===== config.mk =====
export PLATFORM = sky130hd
export DESIGN_NAME = pcacc_top
export DESIGN_NICKNAME = d
export VERILOG_FILES = /design/src/rtl/pcacc_pkg.sv /design/src/rtl/pcacc_sqsh.sv /design/src/rtl/pcacc_front.sv /design/src/rtl/pcacc_top.sv
export SDC_FILE = /design/constraint.sdc
export NUM_CORES = 2
export LEC_CHECK = 0
export ABC_CLOCK_PERIOD_IN_PS = 14950
export CAP_MARGIN = 20
export CORE_MARGIN = 5
export CORE_UTILIZATION = 60
export CTS_BUF_LIST = sky130_fd_sc_hd__clkbuf_16
export CTS_CLUSTER_SIZE = 12
export DETAILED_ROUTE_END_ITERATION = 10
export DONT_BUFFER_PORTS = 1
export PLACE_DENSITY = 0.73
export REMOVE_ABC_BUFFERS = 1
export SETUP_SLACK_MARGIN = 0.02
export SLEW_MARGIN = 20
export SYNTH_ARGS = -nofsm -noshare
export SYNTH_HDL_FRONTEND = slang
export SYNTH_HIERARCHICAL = 1
export SYNTH_SLANG_ARGS = --single-unit

===== constraint.sdc =====
create_clock -name clk -period 14.95 [get_ports clk]
set_input_delay 2.2425 -clock clk [delete_from_list [all_inputs] [get_ports clk]]
set_output_delay 2.2425 -clock clk [all_outputs]
set_load 0.05 [all_outputs]

===== src/rtl/pcacc_pkg.sv =====
package pcacc_pkg;

  // Largest of three shift amounts, used to size the weighted terms.
  function automatic int max3(input int a, input int b, input int c);
    int m;
    m = a;
    if (b > m) m = b;
    if (c > m) m = c;
    return m;
  endfunction

  // Bits needed to count up to n.
  function automatic int cnt_bits(input int n);
    int w;
    w = 1;
    while ((1 << w) <= n) w++;
    return w;
  endfunction

endpackage


===== src/rtl/pcacc_sqsh.sv =====
// Squares a signed difference and applies a power-of-two weight by shifting.
module pcacc_sqsh #(
  parameter int IN_W  = 13,
  parameter int SHIFT = 0,
  parameter int OUT_W = 2 * IN_W + SHIFT
) (
  input  logic signed [IN_W-1:0] d,
  output logic        [OUT_W-1:0] q
);
  localparam int SQ_W = 2 * IN_W;

  logic [IN_W-1:0] mag;
  logic [SQ_W-1:0] sq;

  always_comb begin
    mag = d[IN_W-1] ? IN_W'(-d) : IN_W'(d);
    sq  = SQ_W'(mag) * SQ_W'(mag);
    q   = OUT_W'(sq) << SHIFT;
  end

endmodule


===== src/rtl/pcacc_front.sv =====
// Run control, duty history and the registered difference / excess stage.
module pcacc_front #(
  parameter int DATA_W  = 12,
  parameter int NCUR    = 2,
  parameter int HORIZON = 5
) (
  input  logic                      clk,
  input  logic                      rst,
  input  logic                      start,
  input  logic                      in_valid,
  input  logic                      in_last,
  input  logic [DATA_W-1:0]         applied_duty,
  input  logic [DATA_W-1:0]         v_avg,
  input  logic [DATA_W-1:0]         v_ref,
  input  logic [DATA_W-1:0]         duty,
  input  logic [NCUR*DATA_W-1:0]    cur_flat,
  input  logic [DATA_W-1:0]         lim_low,
  input  logic [DATA_W-1:0]         lim_high,
  output logic                      s_valid,
  output logic                      s_last,
  output logic signed [DATA_W:0]    s_dv,
  output logic signed [DATA_W:0]    s_du,
  output logic [NCUR*DATA_W-1:0]    s_exc_lo,
  output logic [NCUR*DATA_W-1:0]    s_exc_hi
);
  localparam int CNT_W = pcacc_pkg::cnt_bits(HORIZON);

  logic              run_open;
  logic [DATA_W-1:0] prev_duty;
  logic [CNT_W-1:0]  n_taken;
  logic              take;

  assign take = in_valid && run_open && !start;

  always_ff @(posedge clk) begin
    if (rst) begin
      run_open  <= 1'b0;
      prev_duty <= '0;
      n_taken   <= '0;
      s_valid   <= 1'b0;
      s_last    <= 1'b0;
      s_dv      <= '0;
      s_du      <= '0;
    end else begin
      s_valid <= take;
      s_last  <= take && in_last;
      if (start) begin
        run_open  <= 1'b1;
        prev_duty <= applied_duty;
        n_taken   <= '0;
      end else if (take) begin
        prev_duty <= duty;
        n_taken   <= n_taken + 1'b1;
        if (in_last) run_open <= 1'b0;
      end
      if (take) begin
        s_dv <= $signed({1'b0, v_avg}) - $signed({1'b0, v_ref});
        s_du <= $signed({1'b0, duty})  - $signed({1'b0, prev_duty});
      end
    end
  end

  // One excess pair per current sample of the period.
  for (genvar c = 0; c < NCUR; c++) begin : g_cur
    logic [DATA_W-1:0] cur;
    logic [DATA_W-1:0] lo_n;
    logic [DATA_W-1:0] hi_n;

    always_comb begin
      cur  = cur_flat[c*DATA_W +: DATA_W];
      lo_n = (cur < lim_low)  ? (lim_low - cur)  : '0;
      hi_n = (cur > lim_high) ? (cur - lim_high) : '0;
    end

    always_ff @(posedge clk) begin
      if (rst) begin
        s_exc_lo[c*DATA_W +: DATA_W] <= '0;
        s_exc_hi[c*DATA_W +: DATA_W] <= '0;
      end else if (take) begin
        s_exc_lo[c*DATA_W +: DATA_W] <= lo_n;
        s_exc_hi[c*DATA_W +: DATA_W] <= hi_n;
      end
    end
  end

  // no run ever absorbs more records than the horizon holds.
  a_r9_horizon_bound: assert property (@(posedge clk) disable iff (rst)
    take |-> (n_taken < CNT_W'(HORIZON)));

  // the record that fills the horizon closes the run.
  a_r9_horizon_closes: assert property (@(posedge clk) disable iff (rst)
    (take && (n_taken == CNT_W'(HORIZON - 1))) |-> in_last);

  // a record accepted with the last flag leaves the run closed.
  a_r9_closed_after_last: assert property (@(posedge clk) disable iff (rst)
    (take && in_last) |=> !run_open);

endmodule


===== src/rtl/pcacc_top.sv =====
// Scores one duty-cycle candidate over the horizon: weighted cost and
// squared current-limit excess.
module pcacc_top #(
  parameter int DATA_W  = 12,
  parameter int HORIZON = 5,
  parameter int P_SH    = 7,
  parameter int Q_SH    = 7,
  parameter int R_SH    = 0,
  parameter int ACC_W   = 36
) (
  input  logic              clk,
  input  logic              rst,
  input  logic              start,
  input  logic [DATA_W-1:0] applied_duty,
  input  logic              smp_valid,
  input  logic              smp_last,
  input  logic [DATA_W-1:0] v_avg,
  input  logic [DATA_W-1:0] v_ref,
  input  logic [DATA_W-1:0] duty,
  input  logic [DATA_W-1:0] i_mid,
  input  logic [DATA_W-1:0] i_end,
  input  logic [DATA_W-1:0] lim_low,
  input  logic [DATA_W-1:0] lim_high,
  output logic [ACC_W-1:0]  cost_total,
  output logic [ACC_W-1:0]  viol_total,
  output logic              done
);
  localparam int NCUR   = 2;
  localparam int DIFF_W = DATA_W + 1;
  localparam int SQ_W   = 2 * DIFF_W;
  localparam int MAX_SH = pcacc_pkg::max3(P_SH, Q_SH, R_SH);
  localparam int TERM_W = SQ_W + MAX_SH + 1;
  localparam int NEXC   = 2 * NCUR;
  localparam int VTERM_W = SQ_W + pcacc_pkg::cnt_bits(NEXC);

  logic                     s_valid;
  logic                     s_last;
  logic signed [DATA_W:0]   s_dv;
  logic signed [DATA_W:0]   s_du;
  logic [NCUR*DATA_W-1:0]   s_exc_lo;
  logic [NCUR*DATA_W-1:0]   s_exc_hi;
  logic [NCUR*DATA_W-1:0]   cur_flat;

  assign cur_flat = {i_end, i_mid};

  pcacc_front #(
    .DATA_W  (DATA_W),
    .NCUR    (NCUR),
    .HORIZON (HORIZON)
  ) front_i (
    .clk          (clk),
    .rst          (rst),
    .start        (start),
    .in_valid     (smp_valid),
    .in_last      (smp_last),
    .applied_duty (applied_duty),
    .v_avg        (v_avg),
    .v_ref        (v_ref),
    .duty         (duty),
    .cur_flat     (cur_flat),
    .lim_low      (lim_low),
    .lim_high     (lim_high),
    .s_valid      (s_valid),
    .s_last       (s_last),
    .s_dv         (s_dv),
    .s_du         (s_du),
    .s_exc_lo     (s_exc_lo),
    .s_exc_hi     (s_exc_hi)
  );

  // Weighted squares of the tracking error and the duty step.
  logic [SQ_W+Q_SH-1:0] sq_dv_q;
  logic [SQ_W+P_SH-1:0] sq_dv_p;
  logic [SQ_W+R_SH-1:0] sq_du_r;

  pcacc_sqsh #(.IN_W(DIFF_W), .SHIFT(Q_SH), .OUT_W(SQ_W + Q_SH)) sq_dvq_i (
    .d (s_dv), .q (sq_dv_q));
  pcacc_sqsh #(.IN_W(DIFF_W), .SHIFT(P_SH), .OUT_W(SQ_W + P_SH)) sq_dvp_i (
    .d (s_dv), .q (sq_dv_p));
  pcacc_sqsh #(.IN_W(DIFF_W), .SHIFT(R_SH), .OUT_W(SQ_W + R_SH)) sq_du_i (
    .d (s_du), .q (sq_du_r));

  // Squared excess for every (sample, side) pair; even index = below, odd = above.
  logic [SQ_W-1:0] sq_exc [NEXC];

  for (genvar e = 0; e < NEXC; e++) begin : g_exc
    logic [DATA_W-1:0] exc;
    assign exc = (e % 2 == 0) ? s_exc_lo[(e/2)*DATA_W +: DATA_W]
                              : s_exc_hi[(e/2)*DATA_W +: DATA_W];
    pcacc_sqsh #(.IN_W(DIFF_W), .SHIFT(0), .OUT_W(SQ_W)) sq_exc_i (
      .d ($signed({1'b0, exc})), .q (sq_exc[e]));
  end

  logic [TERM_W-1:0]  cost_term;
  logic [VTERM_W-1:0] viol_term;

  always_comb begin
    if (s_last) cost_term = TERM_W'(sq_dv_p);
    else        cost_term = TERM_W'(sq_du_r) + TERM_W'(sq_dv_q);
    viol_term = '0;
    for (int e = 0; e < NEXC; e++) viol_term = viol_term + VTERM_W'(sq_exc[e]);
  end

  always_ff @(posedge clk) begin
    if (rst) begin
      cost_total <= '0;
      viol_total <= '0;
      done       <= 1'b0;
    end else if (start) begin
      cost_total <= '0;
      viol_total <= '0;
      done       <= 1'b0;
    end else begin
      done <= s_valid && s_last;
      if (s_valid) begin
        cost_total <= cost_total + ACC_W'(cost_term);
        viol_total <= viol_total + ACC_W'(viol_term);
      end
    end
  end

  // reset leaves both totals empty and done low.
  a_r1_reset_state: assert property (@(posedge clk)
    rst |=> (cost_total == '0 && viol_total == '0 && !done));

  // a start pulse empties the totals for the new run.
  a_r2_start_clears: assert property (@(posedge clk) disable iff (rst)
    start |=> (cost_total == '0 && viol_total == '0 && !done));

  // the cost total only grows within a run.
  a_r3_no_overflow: assert property (@(posedge clk) disable iff (rst)
    !start |=> (cost_total >= $past(cost_total)));

  // a terminal record with zero voltage error adds nothing, whatever its duty step.
  a_r4_terminal_no_step: assert property (@(posedge clk) disable iff (rst)
    (!start && s_valid && s_last && s_dv == '0) |=> $stable(cost_total));

  // a record whose currents are inside the limits leaves the violation total alone.
  a_r7_inside_zero: assert property (@(posedge clk) disable iff (rst)
    (!start && s_valid && s_exc_lo == '0 && s_exc_hi == '0) |=> $stable(viol_total));

  // done lasts one cycle.
  a_r8_done_pulse: assert property (@(posedge clk) disable iff (rst)
    done |=> !done);

  // without a record in flight and without start, the totals hold.
  a_r8_totals_hold: assert property (@(posedge clk) disable iff (rst)
    (!start && !s_valid) |=> ($stable(cost_total) && $stable(viol_total)));

endmodule


# Word level (Yosys, flattened, before mapping)
# Cells that the tools add are included.
[totals]
wordCells = 58
regBits = 162
out_inout_bits = 73
input_bits = 101
[op_classes]
muxes = 12
order_cmp = 4
n_reduce_logical = 9
addsub = 14
n_mul = 6
[ops]
columns = ["op", "n"]
rows = [
  ["multiplier 12 x 12 -> 24 bit", 4],
  ["2-to-1 mux 12 bit", 6],
  ["multiplier 13 x 13 -> 26 bit", 2],
  ["subtractor 12 bit", 4],
  ["adder 36 x 29 -> 36 bit", 1],
  ["adder 36 x 34 -> 36 bit", 1],
  ["adder 26 x 33 -> 34 bit", 1],
  ["2-to-1 mux 34 bit", 1],
  ["adder 28 x 26 -> 29 bit", 1],
  ["adder 27 x 26 -> 28 bit", 1],
  ["adder 26 x 26 -> 27 bit", 1],
  ["2-to-1 mux 13 bit", 2],
  ["negator 13 bit", 2],
  ["subtractor 12 x 12 -> 13 bit", 2],
  ["greater-than comparator 12 bit", 2],
  ["less-than comparator 12 bit", 2],
  ["logical AND 1 bit", 4],
  ["nonzero test 2 bit", 2],
  ["2-to-1 mux 1 bit", 3],
  ["AND reduction 2 bit", 1],
  ["OR reduction 2 bit", 1],
  ["logical NOT 1 bit", 1],
]

# Logic depth before layout (Yosys ltp)
[logic_depth]
word_depth = 6
mapped_depth = 46
ltp_nobuf = 44

# Hierarchy
# The synthesis kept the hierarchy.
[modules_own_cells]
columns = ["mod", "seq_area_each_um2", "n_inst", "cells_per_inst", "area_per_inst_um2"]
rows = [
  ["pcacc_sqsh at g_exc[0].sq_exc_i ...", 0.0, 3, 584, 4949.7],
  ["pcacc_sqsh at sq_dvp_i ...", 0.0, 2, 602, 4987.3],
  ["pcacc_top", 1461.4, 1, 1232, 9897.0],
  ["pcacc_front", 1781.7, 1, 786, 6411.1],
  ["pcacc_sqsh at g_exc[3].sq_exc_i", 0.0, 1, 590, 5023.6],
  ["pcacc_sqsh at sq_du_i", 0.0, 1, 583, 4818.4],
]

# Least setup slack after synthesis
# Ideal clock, no wire load.
[synth_path]
kind = "register to register"
from = "register front_i.s_du[0]"
to = "register cost_total[34]"
stages_incl_launch_ff = 44
setup_time_ns = 0.078
t_required_ns = 14.872
period_less_slack_ns = 9.433
setup_slack_ns = 5.517
arrival_ns = 9.356
n_path_buf = 3
cell_sequence = "dfxtp_1 > clkbuf_2 > inv_1 > ha_1 > nand3b_2 > o21ai_0 > xor2_1 > inv_1 > nand2_1 > fa_1 > inv_1 > fa_1 > fa_1 > fa_1 > inv_1 > fa_1 > inv_1 > ha_1 > [... 8 more ...] > nand4_1 > or2_2 > or3_1 > a21oi_1 > o311ai_1 > a21boi_0 > xnor2_1 > o21ai_0 > ha_1 > clkbuf_1 > a21o_1 > a21o_1 > a21oi_1 > nand3b_1 > a311oi_1 > nor4_1 > o21a_1 > nor3_1"
[synth_between]
elab_chain_len = 6
[synth_lines]
columns = ["item", "line_no", "text"]
rows = [
  ["from (decl)", "pcacc_front.sv:22", "output logic signed [DATA_W:0] s_du,"],
  ["from (signal assigned)", "pcacc_front.sv:58", "s_du <= $signed({1'b0, duty}) - $signed({1'b0, prev_duty});"],
  ["negator 13 bit", "pcacc_sqsh.sv:16", "mag = d[IN_W-1] ? IN_W'(-d) : IN_W'(d);"],
  ["2-to-1 mux 13 bit *", "pcacc_sqsh.sv:16", ""],
  ["multiplier 13 x 13 -> 26 bit *", "pcacc_sqsh.sv:17", "sq = SQ_W'(mag) * SQ_W'(mag);"],
  ["named net sq_du_r[20]", "pcacc_top.sv:74", "logic [SQ_W+R_SH-1:0] sq_du_r;"],
  ["adder 26 x 33 -> 34 bit *", "pcacc_top.sv:99", "else cost_term = TERM_W'(sq_du_r) + TERM_W'(sq_dv_q);"],
  ["2-to-1 mux 34 bit *", "pcacc_top.sv:98", "if (s_last) cost_term = TERM_W'(sq_dv_p);"],
  ["adder 36 x 34 -> 36 bit *", "pcacc_top.sv:116", "cost_total <= cost_total + ACC_W'(cost_term);"],
  ["to (signal assigned)", "pcacc_top.sv:116", ""],
  ["to (decl)", "pcacc_top.sv:24", "output logic [ACC_W-1:0] cost_total,"],
]
# Mark *: on every way through the listed nets, which the timed path passes. The rest lies on a longest branch.
# A chain may end at the register's enable or synchronous reset.

# Worst setup path after layout
# Ends and elaborated chain as after synthesis.

==> results_dict.tcl <==
set metrics [dict create \
    synth_compound_area_share_pct 14.7 \
    synth_edf_count 0 \
    synth_flop_cell "dfxtp_1" \
    cts_tree "done" \
    maxCapViolCount 0 \
    status "completed" \
    place_inst 7257 \
    synth-seq-cells 162 \
    synthTopCellsByCount "inv_1, fa_1, ha_1, nand2_1, nor2_1" \
    postCtsHoldBufs 0 \
    slew_headroom_pct 22.6 \
    die_w_um 301 \
    yosysTopAreaCellShare_pct 29.8 \
    post_cts_resize_count 0 \
    crit_family "compound AO/OA/AOI/OAI gates" \
    vias 41600 \
    drive_above_1_share_pct 4.58 \
    peakVddDrop_mv 0.190 \
    cts_setup_buffers 0 \
    yosysUniqueCellTypes 121 \
    regArea_sq_mm 0.00325 \
    h-tree-depth 4 \
    start_util_pct 60.7 \
    path_buf_inv 6 \
    wl_met2_um 69300 \
    synthMostInstantiatedCell "inv_1" \
    cts.clk_slew.worst_paths_ns 0.08 \
    drtAntennaViolNets 0 \
    drc 0 \
    overflow 0 \
    grt_antenna_before_repair 8 \
    cts_buffers 17 \
    grt_use_total_pct 32.3 \
    synthMuxAreaShare_pct 1.01 \
    rows 106 \
    ys_async_sr_fraction_pct 0 \
    ys_warn_count 6 \
    multi_input_area_sq_mm 0.0422 \
    rr_worst_depth 41 \
    top_layer "met5" \
    synth.area.top_cells "fa_1, ha_1, inv_1, dfxtp_1, nand2_1" \
    cp.required_ns 15.41 \
    hold_path_class "flip-flop to flip-flop" \
    place_area_sq_mm 0.0524 \
    final-hold-violation-count 0 \
    min_period_ns 10.99 \
    finClkSkew_ns 0.0203 \
    io_buffers 0 \
    clk_latency_ns 0.53 \
    cp-end-kind "flip-flop" \
    viasPerCell 5.70 \
    synth_fa_ha_area_share_pct 45.4 \
    fin_area_sq_mm 0.0529 \
    grt_start_max_net_pins 70 \
    stdcell_count 7295 \
    fmax_mhz 91.0 \
    critPathLaunchType "flip-flop" \
    hpwlAfterDp_um 124000 \
    io_pins 174 \
    routed_wirelength_um 145000 \
    grt_pass1_vias 43000 \
    clockRootBuffer "clkbuf_16" \
    post-route-util_pct 63.1 \
    synth_area_leader_cell "fa_1" \
    crit_path_frequent_cell "inv_1" \
    finalMaxSlewViolations 0 \
    crit_cells 41 \
    syn_area_sq_mm 0.0510 \
    core_sq_mm 0.0840 \
    die_height_um 301 \
    wl_per_cell_um 19.8 \
    drt_first_iter_violations 2494 \
    met1Wirelength_um 57100 \
    cts_buffer_depth 2 \
    routabilityCongestion 0.987 \
    path_max_fanout 10 \
    setup_viol 0 \
    fin_setup_tns_ns 0 \
    cpMaxStageDelayCell "xnor2_1" \
    p_per_area_mw_per_mm2 57.8 \
    synth_simple_gate_area_share_pct 14.3 \
    leakagePower_nw 27.8 \
    hold_depth 2 \
    critical-path-max-stage-delay_ns 0.72 \
    timing.hold.ws_ns 0.542 \
    fillerInstances 7598 \
    die_area_sq_mm 0.0909 \
    tightestPinTransition_ns 1.15 \
    drt_pass1_iterations 6 \
    synth_xor_area_share_pct 6.50 \
    synth_top_family_by_area "adder cells" \
    ys_seq_area_share_pct 6.36 \
    area_growth_pct 3.85 \
    rsz0062_at_grt "no" \
    cts_sinks 162 \
    grt_pass1_wl_um 232000 \
    synth_cells 6147 \
    fin_crit_sh_pct 73.5 \
    worstSetupPathType "flip-flop to flip-flop" \
    nets 7636 \
    crit_arrival_ns 11.44 \
    met3_length_um 10300 \
    avgSynthCellArea_sq_um 8.29 \
]
## per-stage QoR
| stage | power [mW] | worst slack, ns |
|---|---|---|
| after detailed placement | 2.54 | 4.11 |
| after floorplan | 2.03 | 5.61 |
| after global placement | 2.52 | 4.32 |
| after global routing | 3.32 | 3.15 |
| final | 3.06 | 3.96 |
| after CTS | 3.03 | 4.08 |
## routing by layer
layer / GRT usage, % / vias to the layer above
met3: 6.35 / 320
met1: 39.3 / 20300
met5: 0 / -
li1: - / 19700
met4: 15.0 / 4
met2: 55.4 / 1270
## worst min-delay path: stages (launching register included)
cell and delay [ns]:
dfxtp_1 0.37, nand2_1 0.08, a21oi_1 0.05
## logic make-up after synthesis
logic type | after synthesis
and+or+nand+nor | 1542
other | 15
xor gates and xnor gates | 354
buffers and inverters | 1534
adders and majority gates | 1393
DFF | 162
muxes | 50
AOI/OAI and AO/OA | 1097
## report_power, final
group / leakage [nW] / total (mW) / switching [mW] / internal [mW]
Clock: 0.278 / 0.474 / 0.241 / 0.234
Combinational: 26.2 / 2.11 / 1.31 / 0.803
Sequential: 1.31 / 0.474 / 0.0328 / 0.442
## final timing paths
path / startpoint / to / slack, ns
worst max register to register: front_i/s_du[0] / cost_total[34] / 3.96
worst min register to register: front_i/s_du[2] / front_i/s_du[2] / 0.54
worst max-delay path: front_i/s_du[0] / cost_total[34] / 3.96
worst min-delay path: front_i/s_du[2] / front_i/s_du[2] / 0.54
## state kept, by name (all words and copies together), names as in the netlist
register and count:
front_i/prev_duty 12, front_i/s_dv 13, cost_total 36, front_i/s_last 1, front_i/run_open 1, front_i/s_exc_lo 24
front_i/s_exc_hi 24, front_i/s_valid 1, viol_total 36, done 1, front_i/s_du 13
## area by class of cell
type	instances	area share, %
timing repair buffer	50	0.709
antenna	6	0.0284
clock inverter	15	0.274
tap	1134	2.68
sequential	162	6.14
clock buffer	17	0.804
multi-input combinational	4544	79.7
inverter	1367	9.71
## placed cells by master, fill, tap and decap left out, types with 56 or more instances in the layout
cell type  netlist  routed
ha_1           635     635
xor2_1         101     101
nand3_1        125     125
conb_1          15     108
dfxtp_1        162     160
nand2b_1        59      59
inv_1         1340    1340
a21oi_1        305     305
nand2_1        554     554
nor2_1         437     435
fa_1           758     758
xnor2_1        229     228
nor3_1          56      56
o21ai_0        199     199
a21o_1         117     117
No activity file was read; power rests on OpenSTA's default activity.
